<file path="config.mk">
export PLATFORM = sky130hd
export DESIGN_NAME = accessChkTop
export DESIGN_NICKNAME = d
export VERILOG_FILES = /design/src/rtl/accessChkPkg.sv /design/src/rtl/accessChkCtrl.sv /design/src/rtl/accessChkData.sv /design/src/rtl/accessChkTop.sv
export SDC_FILE = /design/constraint.sdc
export NUM_CORES = 1
export LEC_CHECK = 0
export ABC_AREA = 1
export BUFFER_PORTS_ARGS = -buffer_cell sky130_fd_sc_hd__buf_2
export CAP_MARGIN = 10
export CELL_PAD_IN_SITES_DETAIL_PLACEMENT = 0
export CELL_PAD_IN_SITES_GLOBAL_PLACEMENT = 1
export CORE_ASPECT_RATIO = 0.9
export CORE_UTILIZATION = 35
export DETAILED_ROUTE_END_ITERATION = 10
export PLACE_DENSITY = 0.75
export SYNTH_ARGS = -nofsm -noshare
export SYNTH_HDL_FRONTEND = slang
export SYNTH_SLANG_ARGS = --single-unit
</file>
<file path="constraint.sdc">
create_clock -name clk -period 7.5 [get_ports clk]
set_input_delay 1.5 -clock clk [delete_from_list [all_inputs] [get_ports clk]]
set_output_delay 1.5 -clock clk [all_outputs]
set_load 0.03 [all_outputs]
</file>
<file path="src/rtl/accessChkPkg.sv">
package accessChkPkg;

  typedef enum logic [1:0] {
    OP_READ   = 2'd0,
    OP_WRITE  = 2'd1,
    OP_DELETE = 2'd2,
    OP_NONE   = 2'd3
  } accessOpE;

  // strobes from control to datapath
  typedef struct packed {
    logic mapLoad;   // accepted dispatcher write
    logic capture;   // latch request and requester identity
    logic decide;    // produce a decision this edge
  } strobeS;

endpackage

</file>
<file path="src/rtl/accessChkCtrl.sv">
module accessChkCtrl
  import accessChkPkg::*;
#(
  parameter int DEPTH    = 8,
  parameter int IDW      = 8,
  parameter int RSVD_IDS = 3,
  localparam int LENW    = $clog2(DEPTH + 1)
) (
  input  logic            clk,
  input  logic            rstN,
  input  logic            mapWrEn,
  input  logic [LENW-1:0] mapLen,
  input  logic [IDW-1:0]  mapTail,
  input  logic            reqValid,
  output strobeS          strobes,
  output logic            respValid
);

  logic stageValid;
  logic mapOk;
  logic tailReserved;

  always_comb begin
    tailReserved = (mapTail >= IDW'(1)) && (mapTail <= IDW'(RSVD_IDS));
    mapOk = (mapLen == '0) ||
            ((mapLen <= LENW'(DEPTH)) && !tailReserved);
    strobes.mapLoad = mapWrEn && mapOk;
    strobes.capture = reqValid;
    strobes.decide  = stageValid;
  end

  always_ff @(posedge clk) begin
    if (!rstN) begin
      stageValid <= 1'b0;
      respValid  <= 1'b0;
    end else begin
      stageValid <= reqValid;
      respValid  <= stageValid;
    end
  end

endmodule

</file>
<file path="src/rtl/accessChkData.sv">
module accessChkData
  import accessChkPkg::*;
#(
  parameter int DEPTH  = 8,
  parameter int IDW    = 8,
  parameter int NSOCK  = 4,
  parameter int NEXTRA = 2,
  localparam int LENW  = $clog2(DEPTH + 1),
  localparam int SOCKW = (NSOCK > 1) ? $clog2(NSOCK) : 1,
  localparam int PATHW = DEPTH * IDW
) (
  input  logic                     clk,
  input  logic                     rstN,
  input  strobeS                   strobes,
  input  logic [SOCKW-1:0]         mapSocket,
  input  logic [PATHW-1:0]         mapPath,
  input  logic [LENW-1:0]          mapLen,
  input  logic [SOCKW-1:0]         reqSocket,
  input  logic [1:0]               reqOp,
  input  logic [PATHW-1:0]         ownerPath,
  input  logic [LENW-1:0]          ownerLen,
  input  logic [NEXTRA-1:0]        extraValid,
  input  logic [3*NEXTRA-1:0]      extraPerm,
  input  logic [NEXTRA*LENW-1:0]   extraLen,
  input  logic [NEXTRA*PATHW-1:0]  extraPath,
  output logic                     respGrant
);

  // socket-to-task identity table
  logic [PATHW-1:0] sockPath [NSOCK];
  logic [LENW-1:0]  sockLen  [NSOCK];

  // captured request
  logic [PATHW-1:0]        stPath;
  logic [LENW-1:0]         stLen;
  accessOpE                stOp;
  logic [PATHW-1:0]        stOwnPath;
  logic [LENW-1:0]         stOwnLen;
  logic [NEXTRA-1:0]       stExtValid;
  logic [3*NEXTRA-1:0]     stExtPerm;
  logic [NEXTRA*LENW-1:0]  stExtLen;
  logic [NEXTRA*PATHW-1:0] stExtPath;

  always_ff @(posedge clk) begin
    if (!rstN) begin
      for (int s = 0; s < NSOCK; s++) begin
        sockPath[s] <= '0;
        sockLen[s]  <= '0;
      end
    end else if (strobes.mapLoad) begin
      sockPath[mapSocket] <= mapPath;
      sockLen[mapSocket]  <= mapLen;
    end
  end

  always_ff @(posedge clk) begin
    if (!rstN) begin
      stPath     <= '0;
      stLen      <= '0;
      stOp       <= OP_NONE;
      stOwnPath  <= '0;
      stOwnLen   <= '0;
      stExtValid <= '0;
      stExtPerm  <= '0;
      stExtLen   <= '0;
      stExtPath  <= '0;
    end else if (strobes.capture) begin
      stPath     <= sockPath[reqSocket];
      stLen      <= sockLen[reqSocket];
      stOp       <= accessOpE'(reqOp);
      stOwnPath  <= ownerPath;
      stOwnLen   <= ownerLen;
      stExtValid <= extraValid;
      stExtPerm  <= extraPerm;
      stExtLen   <= extraLen;
      stExtPath  <= extraPath;
    end
  end

  // requester's own task ID is the last entry inside its length
  logic [IDW-1:0] reqTail;
  always_comb begin
    reqTail = '0;
    for (int i = 0; i < DEPTH; i++)
      if (LENW'(i + 1) == stLen) reqTail = stPath[i*IDW +: IDW];
  end

  // per-position agreement with the creator path
  logic [DEPTH-1:0] ownAgree;
  logic [NEXTRA-1:0] extraHitVec;

  for (genvar i = 0; i < DEPTH; i++) begin : g_own
    assign ownAgree[i] = (LENW'(i) >= stLen) ||
                         (stPath[i*IDW +: IDW] == stOwnPath[i*IDW +: IDW]);
  end

  for (genvar e = 0; e < NEXTRA; e++) begin : g_extra
    logic [DEPTH-1:0] agree;
    logic             permBit;
    for (genvar i = 0; i < DEPTH; i++) begin : g_pos
      assign agree[i] = (LENW'(i) >= stLen) ||
        (stPath[i*IDW +: IDW] == stExtPath[(e*DEPTH+i)*IDW +: IDW]);
    end
    always_comb begin
      unique case (stOp)
        OP_READ:   permBit = stExtPerm[3*e];
        OP_WRITE:  permBit = stExtPerm[3*e+1];
        OP_DELETE: permBit = stExtPerm[3*e+2];
        default:   permBit = 1'b0;
      endcase
    end
    assign extraHitVec[e] = stExtValid[e] && permBit && (&agree) &&
                            (stExtLen[e*LENW +: LENW] == stLen);
  end

  logic reqOk, opOk, prefixHit, grantNext;
  always_comb begin
    reqOk     = (reqTail != '0);
    opOk      = (stOp != OP_NONE);
    prefixHit = (stOwnLen <= LENW'(DEPTH)) && (stLen <= stOwnLen) && (&ownAgree);
    grantNext = reqOk && opOk && (prefixHit || (|extraHitVec));
  end

  always_ff @(posedge clk) begin
    if (!rstN) respGrant <= 1'b0;
    else       respGrant <= strobes.decide && grantNext;
  end

endmodule

</file>
<file path="src/rtl/accessChkTop.sv">
module accessChkTop
  import accessChkPkg::*;
#(
  parameter int DEPTH    = 8,
  parameter int IDW      = 8,
  parameter int NSOCK    = 4,
  parameter int NEXTRA   = 2,
  parameter int RSVD_IDS = 3,
  localparam int LENW    = $clog2(DEPTH + 1),
  localparam int SOCKW   = (NSOCK > 1) ? $clog2(NSOCK) : 1,
  localparam int PATHW   = DEPTH * IDW
) (
  input  logic                     clk,
  input  logic                     rstN,
  input  logic                     mapWrEn,
  input  logic [SOCKW-1:0]         mapSocket,
  input  logic [PATHW-1:0]         mapPath,
  input  logic [LENW-1:0]          mapLen,
  input  logic                     reqValid,
  input  logic [SOCKW-1:0]         reqSocket,
  input  logic [1:0]               reqOp,
  input  logic [PATHW-1:0]         ownerPath,
  input  logic [LENW-1:0]          ownerLen,
  input  logic [NEXTRA-1:0]        extraValid,
  input  logic [3*NEXTRA-1:0]      extraPerm,
  input  logic [NEXTRA*LENW-1:0]   extraLen,
  input  logic [NEXTRA*PATHW-1:0]  extraPath,
  output logic                     respValid,
  output logic                     respGrant
);

  strobeS         strobes;
  logic [IDW-1:0] mapTail;

  always_comb begin
    mapTail = '0;
    for (int i = 0; i < DEPTH; i++)
      if (LENW'(i + 1) == mapLen) mapTail = mapPath[i*IDW +: IDW];
  end

  accessChkCtrl #(.DEPTH(DEPTH), .IDW(IDW), .RSVD_IDS(RSVD_IDS)) u_ctrl (
    .clk(clk), .rstN(rstN), .mapWrEn(mapWrEn), .mapLen(mapLen),
    .mapTail(mapTail), .reqValid(reqValid), .strobes(strobes),
    .respValid(respValid)
  );

  accessChkData #(.DEPTH(DEPTH), .IDW(IDW), .NSOCK(NSOCK), .NEXTRA(NEXTRA)) u_data (
    .clk(clk), .rstN(rstN), .strobes(strobes),
    .mapSocket(mapSocket), .mapPath(mapPath), .mapLen(mapLen),
    .reqSocket(reqSocket), .reqOp(reqOp),
    .ownerPath(ownerPath), .ownerLen(ownerLen),
    .extraValid(extraValid), .extraPerm(extraPerm),
    .extraLen(extraLen), .extraPath(extraPath),
    .respGrant(respGrant)
  );

endmodule

</file>
### Yosys cells after proc, flatten, opt, wreduce, memory -nomap -nowiden

Memory sizes are Yosys's and may differ from the RTL's. A register that Yosys moved wholly into a read port is not among the register bits.
Cells that the tools add are included.

* memories: 2
* output and inout port bits: 2
* RAM bits: 272
* word-level logic and storage cells: 150
* flip-flop bits (word level): 217

* eq/ne operators: 45
* $lt $le $gt $ge: 13
* muxes and demuxes: 28
* reductions and logical operators: 52

Memories
* u_data.sockPath: words 4, width 64, rd ports 1, clocked after memory_dff 1, write ports 4, RTL line accessChkData.sv:30 `logic [PATHW-1:0] sockPath [NSOCK];`
* u_data.sockLen: words 4, width 4, rd ports 1, clocked after memory_dff 1, write ports 4, RTL line accessChkData.sv:31 `logic [LENW-1:0] sockLen [NSOCK];`

Operators with widths (number)
* == test 8 bit: 24
* 2-to-1 mux 8 bit: 16
* 2-to-1 mux 64 bit: 1
* OR reduction 64 bit: 1
* == test 3 x 4 -> 1 bit, first input constant: 8
* logical OR 1 bit: 26
* AND reduction 8 bit: 3
* == test 2 x 4 -> 1 bit, first input constant: 4
* greater-or-equal comparator 3 x 4 -> 1 bit, first input constant: 4
* logical AND 1 bit: 14
* == test 1 x 4 -> 1 bit, first input constant: 2
* == test 4 bit: 2
* == test 4 bit, first input constant: 2
* greater-or-equal comparator 1 x 4 -> 1 bit, first input constant: 2
* greater-or-equal comparator 2 x 4 -> 1 bit, first input constant: 2
* greater-or-equal comparator 8 x 1 -> 1 bit, second input constant: 1
* less-or-equal comparator 4 bit, second input constant: 2
* less-or-equal comparator 8 x 2 -> 1 bit, second input constant: 1
* nonzero test 8 bit: 1
* 2-to-1 mux 1 bit: 6
* case mux 1 bit (3 select lines): 2
* less-or-equal comparator 4 bit: 1
* logical NOT 4 bit: 1
* 2-to-1 mux 2 bit: 2
* other kinds (8): 10

### Logic depth before layout (Yosys ltp)

Gate-level depths: netlist of the first run.

* depth after elaboration: 20
* gate-level depth with buffers: 19

### Modules after synthesis

Synthesis of the first run repeated with hierarchy kept, for this count alone.

* cell total of the unflattened synthesis: 3039
* area, all modules: 25564.5 µm²

Modules (own cells, without submodules)
* accessChkData: cells an instance 2892, instances 1, area each 24810.0 µm²
* accessChkTop: cells an instance 122, instances 1, area each 613.1 µm²
* accessChkCtrl: cells an instance 25, instances 1, area each 141.4 µm²

### Worst setup path after synthesis of the first run

OpenSTA, ideal clock, no wires.

* path kind: in2reg
* start point: in mapLen[3]
* end point: mem u_data.sockLen[0][0] in the netlist's numbering, enable pin
* stages on the path: 15
* setup time: 0.588 ns
* path buffers: 2
* setup slack: -0.584 ns
* data required time: 6.912 ns
* arrival: 7.496 ns
* cells stage by stage: nor2_2 > buf_2 > nand3_1 > nand3_1 > nor2_1 > nor2_1 > nor2_1 > nand3_1 > nand2_1 > nand2_1 > nand2_1 > nand2_1 > nand4_1 > buf_2 > o21ai_0

RTL lines
* start: declaration: RTL line accessChkTop.sv:18 `input logic [LENW-1:0] mapLen,`
* end: declaration: RTL line accessChkData.sv:31

==> results of run 1 <==
[synthesized netlist by cell type]
cell type and count:
xnor2_1 69, o211a_1 1, nor2_1 688, a21oi_1 144, nand3b_1 1, o311ai_0 2, o31ai_1 6, buf_1 7
nand2_1 185, nor2_2 4, clkbuf_1 158, nor4_1 19, nand4_1 42, a31oi_1 4, a41oi_1 2, o21ai_0 367
inv_1 282, o22ai_1 5, clkinv_1 2, mux2i_1 9, nand3_2 1, edfxtp_1 272, nor2_4 1, buf_6 3
a32oi_1 1, o221ai_1 11, or2_2 19, a211oi_1 1, ha_1 4, dfxtp_1 285, xor2_1 44, nand2_2 1
o21bai_1 1, o2111ai_1 3, inv_2 6, nor3_1 158, buf_2 22, nand3_1 64, o211ai_1 1, o32ai_1 59
o21a_1 1
[flip-flops by register name, indices dropped and copies added (netlist names)]
signal and cells:
u_ctrl.stageValid 1, u_ctrl.respValid 1, u_data.stPath 64, u_data.stExtPerm 6, u_data.stLen 4, u_data.sockLen 16
u_data.stExtLen 8, u_data.stOwnPath 64, u_data.stOwnLen 4, u_data.stExtValid 2, u_data.respGrant 1, u_data.stExtPath 128
u_data.sockPath 256, u_data.stOp 2
[per-stage QoR]
stage	utilization, %	TNS, ps	area [um2]	hold slack (ps)
final	41.76	0	29460	459.9
after global placement	38.70	0	27310	433.3
after floorplan	-	-79460	25190	409.3
after global routing	41.75	0	29460	480.3
after detailed placement	38.70	0	27310	448.4
after CTS	41.74	0	29450	462.6
[worst paths after layout]
path | start | end
setup reg to reg | u_data.stLen[3] | u_data.respGrant
hold reg to reg | u_ctrl.stageValid | u_ctrl.respValid
setup / recovery | mapLen[2] | u_data.sockPath[0][20]
hold / removal | u_ctrl.stageValid | u_ctrl.respValid
[worst min-delay path, cell delays in order, from the launching register on]
cell and delay (ps):
dfxtp_1 310, nand2_1 70, inv_1 60
[cells in the final DEF (no fill, tap or decap), drive strengths merged, types with 2 or more instances in the layout]
master	netlist	routed
xnor2	69	69
diode	0	3
clkbuf	158	76
xor2	44	44
o31ai	6	6
dfxtp	285	285
a31oi	4	4
nand3	65	65
edfxtp	272	272
buf	32	316
o221ai	11	11
o22ai	5	5
nor4	19	19
or2	19	19
inv	288	286
nand4	42	42
clkinv	2	28
ha	4	4
mux2i	9	9
a41oi	2	2
o311ai	2	2
o32ai	59	59
bufinv	0	11
nand2	186	186
o2111ai	3	3
o21ai	367	367
nor3	158	158
nor2	693	693
a21oi	144	144
clkinvlp	0	3
[final cells by class]
class / count / share of cell area, %
Sequential cell: 557 / 47.08
Clock buffer: 75 / 5.491
Antenna cell: 3 / 0.02548
Clock inverter: 38 / 1.775
Tap cell: 940 / 3.992
Multi-Input combinational cell: 1918 / 32.25
Timing Repair Buffer: 317 / 5.652
Inverter: 290 / 3.733
[kinds of logic (layout without fill, tap and decap cells)]
kind of cell / after synthesis / after routing / synth area share, %
buffers and inverters: 480 / 720 / 7.353
other: 0 / 3 / 0
and+or+nand+nor: 1183 / 1183 / 19.65
AOI/OAI and AO/OA: 609 / 609 / 13.43
xor gates and xnor gates: 113 / 113 / 3.930
DFF: 557 / 557 / 55.08
muxes: 9 / 9 / 0.3577
adders and majority gates: 4 / 4 / 0.1987
[power breakdown]
part           switching (W)  internal, W  total (W)
Combinational       0.000572     0.000293   0.000865
Clock                0.00129      0.00191    0.00320
Sequential          0.000134      0.00341    0.00354
Total                0.00199      0.00561    0.00761
[per-layer routing]
metal | vias to the layer above | routed length [um] | share of wire [%]
li1 | 10310 | - | -
met1 | 9737 | 38500 | 48
met2 | 615 | 33960 | 42
met3 | 114 | 5779 | 7.2
met4 | 12 | 1730 | 2.2
met5 | - | 81 | 0.10
==> tab_implementation.tex, run 1 <==
\begin{tabular}{lr}
\hline
Metric & Value \\
\hline
\multicolumn{2}{l}{\textbf{Outcome}} \\
Status & finished clean \\
\multicolumn{2}{l}{\textbf{Logic synthesis}} \\
Syn. warnings & 0 \\
Proportion of netlist area held by the largest area contributor & 32.43\% \\
Sequential fraction of the synthesis area & between 50\% and 60\% \\
Top cells by area in the synthesized netlist & edfxtp\_1, dfxtp\_1, nor2\_1 \\
Synthesized netlist net count & 3249 \\
Mapped Avg Cell Area & 8.523 um2 \\
Number of synthesized register bits & 557 \\
Cell taking the most area after synthesis & edfxtp\_1 \\
Netlist cell types & a little over 40 \\
Cell count after synthesis & between 2k and 3k \\
Post-synthesis instance area & 25190 um2 \\
\multicolumn{2}{l}{\textbf{Power}} \\
Areal power density over the cells & 258.1 nW/um2 \\
P\_leak & 12.21 nW \\
Post-route total power & $\sim$0.0076 W \\
Peak VDD IR & 201.1 uV \\
\multicolumn{2}{l}{\textbf{Floorplan}} \\
Number of core rows & 92 \\
Starting density of the core & 35.69\% \\
Die Y-Extent & $\sim$260 um \\
Area of the die & $\sim$73000 um2 \\
Core region area & roughly 71000 um2 \\
I/O pin count & 292 \\
X dimension of the die & 284.8 um \\
\multicolumn{2}{l}{\textbf{Clocking}} \\
Number of gates resized after cts & 0 \\
Clk slew on worst S/H paths & $\sim$70 ps \\
TritonCTS clock tree & done \\
CTS Root Cell & clkbuf\_16 \\
Total of hold buffers inserted after clock tree synthesis & 0 \\
Number of H-tree branching levels & 2 \\
Buffer depth of the longest clock path & 3 \\
Buffers inserted by post-CTS timing repair & 0 \\
Clock sink count & 557 \\
Worst-Skew Late Latency & 660 ps \\
Clock buffers created by TritonCTS & 60 \\
\multicolumn{2}{l}{\textbf{Layout}} \\
Footprint of the multi-input gates & 9502 um2 \\
Final Non-Filler Cells & 4138 \\
Combined flip-flop and latch cell area & 13870 um2 \\
Fillers & roughly 7.0k \\
Count of nets after finishing & between 3k and 4k \\
Layout cells sized above 1 & 14.12\% \\
Relative area change from synthesis to final layout & 16.99\% \\
\multicolumn{2}{l}{\textbf{STA}} \\
Final number of max-transition violations & 0 \\
Share of the cycle needed by the critical path after routing & 60.10\% \\
Maximum clock frequency & 221.9 MHz \\
Slew of the pin with the lowest slew margin & 969.4 ps \\
Least setup slack across all paths after layout & 2992 ps \\
Worst rel slew slack & 35.17\% \\
Unrepaired setup endpoints after global routing & false \\
Setup skew after layout & 26.83 ps \\
Final Critical Period & 4508 ps \\
Final setup violation count & 0 \\
Final Hold Fails & 0 \\
\multicolumn{2}{l}{\textbf{Setup path}} \\
R2r worst-path depth & 11 \\
Number of buffer and inverter instances along the worst setup path & 3 \\
Highest cell delay on the worst timing path & 750 ps \\
Setup slack on the worst flop-to-flop path & approximately 4600 ps \\
Arrival time at the worst endpoint & 4790 ps \\
Worst setup path category & input pin to register \\
Crit path max fanout & 59 \\
Category of the worst setup path capture point & register \\
Family with the most delay on the worst path & simple AND/OR/NAND/NOR gates \\
Startpoint type of the worst setup path & input pin \\
Data required time of the critical path & $\sim$7800 ps \\
Cell-by-cell trace of the critical path & buf\_2 -> nor2\_2 -> nand2\_1 -> nor2\_1 -> nor2\_1 -> nand3\_1 -> nor2\_1 -> nand3\_1 -> nand2\_1 -> nand2\_1 -> nand2\_1 -> nand2\_1 -> nand4\_1 -> buf\_4 -> o21ai\_4 -> buf\_4 \\
Cell depth of the worst setup path & 16 \\
Cell with the most instances on the worst path & nand2\_1 \\
Slowest cell on crit path & o21ai\_4 \\
\multicolumn{2}{l}{\textbf{Global route}} \\
Wire length of the first global-routing pass & 120.1 mm \\
Met1 capacity usage during global routing & 31.56\% \\
Overall routing resource usage & 21.45\% \\
Global-route track usage on met3 & around 4.9\% \\
Via count of the first global-routing pass & 19.21k \\
Largest net degree at the start of global routing & 171 \\
Gr ovfl total & 0 \\
Busiest layer in global routing & met1 \\
Number of antenna violations at the first check in global routing & 16 \\
Met2 Use GR & between 30\% and 40\% \\
\multicolumn{2}{l}{\textbf{Route}} \\
Number of detailed-routing iterations run before antenna repair & 5 \\
Average wire per cell in the routed design & 19.34 um \\
Vias & approximately 21k \\
Drt first-iter violations & roughly 1.7k \\
Number of DRC violations after detailed routing & 0 \\
DRT antenna net count & 0 \\
Routed vias/inst & 5.023 \\
Wire length after detailed routing & 80.05 mm \\
\multicolumn{2}{l}{\textbf{Run}} \\
Maximum Capacitance Violations & 0 \\
\multicolumn{2}{l}{\textbf{Placed design}} \\
Number of port buffers & 291 \\
Setup slack after placement & 2344 ps \\
Post-Place Cells & slightly above 4k \\
Detailed placement HPWL & 55.63 mm \\
RD Place Congestion & between 0.8 and 0.9 \\
\multicolumn{2}{l}{\textbf{Hold path}} \\
Class of the tightest hold or removal check & register to register \\
Min-Delay Path Depth & 2 \\
\hline
\end{tabular}
(Power assumes the default switching activity.)
==> inputs of run 2 (changes only) <==
ABC_AREA = 0   (was 1)
PLACE_DENSITY = 0.72   (was 0.75)
clock period = 4 ns   (was 7.5 ns; I/O delays follow)
==> run 2 against run 1 <==
Clock power up 88%. Wire length down 4.3%. Cell count down 15%. Combinational power up 100%. Synthesized area up 4.5%. Critical path depth down 7. Flip-flop and latch count unchanged. Core utilization down 0.29 points. Setup slack worse by 1900 ps. Register-to-register slack worse by 3100 ps. Non-clock buffer count up 20. Critical endpoint is now u_data.sockPath[1][22]. Largest cell class unchanged. Highest routed layer unchanged.
==> tab_implementation.tex, run 2 <==
\begin{tabular}{lr}
\hline
Metric & Value \\
\hline
\multicolumn{2}{l}{\textbf{Outcome}} \\
Status & finished clean \\
\multicolumn{2}{l}{\textbf{Clocking}} \\
Buffers inserted by post-CTS timing repair & 0 \\
Number of gates resized after cts & 0 \\
Number of H-tree branching levels & 3 \\
Clock sink count & 557 \\
Buffer depth of the longest clock path & 3 \\
TritonCTS clock tree & done \\
Total of hold buffers inserted after clock tree synthesis & 0 \\
CTS Root Cell & clkbuf\_16 \\
Worst-Skew Late Latency & about 610 ps \\
Clock buffers created by TritonCTS & 66 \\
Clk slew on worst S/H paths & 60 ps \\
\multicolumn{2}{l}{\textbf{Logic synthesis}} \\
Top cells by area in the synthesized netlist & edfxtp\_1, dfxtp\_1, mux2i\_1 \\
Cell taking the most area after synthesis & edfxtp\_1 \\
Share of flip-flops with an asynchronous set or reset & 0\% \\
Synthesized netlist net count & 2599 \\
Leading cell type by number of instances after synthesis & dfxtp\_1 \\
Sequential fraction of the synthesis area & 52.71\% \\
EDFF count, synth & 272 \\
Cell count after synthesis & 2305 \\
Primary FF master, synth & dfxtp\_1 \\
Number of synthesized register bits & approximately 560 \\
Syn. warnings & 0 \\
Netlist cell types & 53 \\
Mapped Avg Cell Area & between 10 and 15 um2 \\
Proportion of netlist area held by the largest area contributor & 31.03\% \\
Synth top cells by count & dfxtp\_1, mux2i\_1, nor2b\_1 \\
Post-synthesis instance area & 26320 um2 \\
\multicolumn{2}{l}{\textbf{Setup path}} \\
Worst setup path category & input pin to register \\
Category of the worst setup path capture point & register \\
Number of buffer and inverter instances along the worst setup path & 3 \\
Arrival time at the worst endpoint & 3240 ps \\
Highest cell delay on the worst timing path & between 500 and 600 ps \\
Startpoint type of the worst setup path & input pin \\
Crit path max fanout & 130 \\
Slowest cell on crit path & or4\_1 \\
Cell-by-cell trace of the critical path & buf\_2 -> buf\_4 -> or4\_1 -> o41a\_1 -> o21ai\_1 -> o221ai\_1 -> a21oi\_4 -> buf\_12 -> nor3\_1 \\
Family with the most delay on the worst path & compound AO/OA/AOI/OAI gates \\
Data required time of the critical path & around 4300 ps \\
\multicolumn{2}{l}{\textbf{Global route}} \\
Gr ovfl total & 0 \\
Largest net degree at the start of global routing & 131 \\
Overall routing resource usage & between 10\% and 20\% \\
Via count of the first global-routing pass & about 18k \\
Number of antenna violations at the first check in global routing & 19 \\
Wire length of the first global-routing pass & 113.0 mm \\
\multicolumn{2}{l}{\textbf{Layout}} \\
Flip-flop count of the largest register after layout & 256 \\
Final Non-Filler Cells & between 3k and 4k \\
Final non-filler cell area & 30910 um2 \\
Core utilization of the finished layout & roughly two fifths \\
Fillers & 6967 \\
Most common cell after layout, fill and taps aside & buf\_2 \\
Leading registers by flop count & u\_data.sockPath: 256 flops, u\_data.stExtPath: 128 flops \\
Layout cells sized above 1 & 20.07\% \\
Relative area change from synthesis to final layout & 17.42\% \\
Count of nets after finishing & 2796 \\
Register with the most flip-flops & u\_data.sockPath \\
Most frequent cells in the layout & buf\_2, dfxtp\_1, mux2i\_1 \\
\multicolumn{2}{l}{\textbf{STA}} \\
Maximum clock frequency & 342.5 MHz \\
Final Hold Fails & 0 \\
Share of the cycle needed by the critical path after routing & 73.00\% \\
Final Critical Period & 2920 ps \\
Final number of max-transition violations & 0 \\
Unrepaired setup endpoints after global routing & false \\
Final setup violation count & 0 \\
Setup skew after layout & 18.25 ps \\
Min Hold Slack & 424.0 ps \\
Slew of the pin with the lowest slew margin & 994.9 ps \\
Worst rel slew slack & 33.67\% \\
\multicolumn{2}{l}{\textbf{Placed design}} \\
Number of port buffers & 291 \\
Detailed placement HPWL & roughly 52 mm \\
Area after DPL & 28710 um2 \\
Post-Place Cells & 3404 \\
RD Place Congestion & 0.8498 \\
\multicolumn{2}{l}{\textbf{Power}} \\
Areal power density over the cells & 467.8 nW/um2 \\
Peak VDD IR & 271.5 uV \\
P\_leak & 12.14 nW \\
\multicolumn{2}{l}{\textbf{Route}} \\
Wire length after detailed routing & 76.64 mm \\
Vias & $\sim$18k \\
Average wire per cell in the routed design & 21.71 um \\
Routed vias/inst & 5.113 \\
Number of detailed-routing iterations run before antenna repair & 7 \\
Drt first-iter violations & 1411 \\
DRT antenna net count & 0 \\
Number of DRC violations after detailed routing & 0 \\
\multicolumn{2}{l}{\textbf{Floorplan}} \\
Number of core rows & 95 \\
Starting density of the core & between 30\% and 40\% \\
Core region area & 74530 um2 \\
I/O pin count & 292 \\
Area of the die & 76310 um2 \\
X dimension of the die & 291.1 um \\
Die Y-Extent & 262.2 um \\
\multicolumn{2}{l}{\textbf{Run}} \\
Maximum Capacitance Violations & 0 \\
\multicolumn{2}{l}{\textbf{Hold path}} \\
Class of the tightest hold or removal check & input pin to register \\
\hline
\end{tabular}
[run 2: changes by cell type after synthesis, moves of 117 or more]
cell     before  now
xor2_1       44  161
nor2b_1       0  282
nor2_1      688   16
inv_1       282    6
o21ai_0     367   18
mux2i_1       9  284
a21oi_1     144   12
[run 2: worst paths after layout]
kind | endpoint | slack, ps | startpoint | depth (start not counted)
worst max-delay path | u_data.sockPath[1][22] | 1080 | mapLen[1] | 9
worst min-delay path | u_data.stOp[1] | 420 | reqOp[1] | 3
worst max register to register | u_data.respGrant | 1460 | u_data.stLen[3] | 6
worst min register to register | u_ctrl.respValid | 480 | u_ctrl.stageValid | 1
[run 2: kinds of logic after synthesis]
logic type,after synthesis,synth area share (%)
flip-flops,557,52.71
AO/OA/AOI/OAI,62,1.521
buffers and inverters,215,3.541
AND/OR/NAND/NOR,916,18.80
XOR/XNOR,199,6.622
adder cells (fa/ha/maj),4,0.1901
multiplexers,352,16.62
[run 2: routing by layer]
layer | part of all wire (%) | up-vias | track usage [%] | routed length (um)
li1 | - | 8598 | - | -
met1 | 45 | 8706 | 26.94 | 34710
met2 | 46 | 618 | 31.33 | 34930
met3 | 6.7 | 112 | 4.440 | 5152
met4 | 2.2 | 16 | 5.600 | 1719
met5 | 0.16 | - | 0 | 126
[run 2: power by group]
part	total, W	switching (W)	internal, W
logic	0.00176	0.000986	0.000770
registers	0.00667	0.000299	0.00638
clock network	0.00603	0.00239	0.00363
total	0.0145	0.00368	0.0108
[run 2: through the flow]
step / setup WS (ps) / total power (W) / TNS, ps
2_1_floorplan: -143.0 / 0.007839 / -38900
3_3_place_gp: 594.1 / 0.008513 / 0
3_5_place_dp: 516.3 / 0.008562 / 0
4_1_cts: 1173 / 0.01463 / 0
5_1_grt: 998.3 / 0.01502 / 0
6_report: 1080 / 0.01446 / 0
[run 2: worst min-delay path: cells and delay by family]
family	cells	cell delay (ps)
muxes	1	60
buffers and inverters	1	70
and+or+nand+nor	1	60
[run 2: area by class of cell]
class                   count  area (um2)  area share [%]
repair buffers            337        1996           6.457
inverters                   7       26.28         0.08501
well taps                 970        1214           3.927
flip-flops and latches    557       13870           44.89
clock inverters            26       329.1           1.065
diodes                      9       22.52         0.07287
clock buffers              91        1848           5.979
multi-input cells        1533       11600           37.53
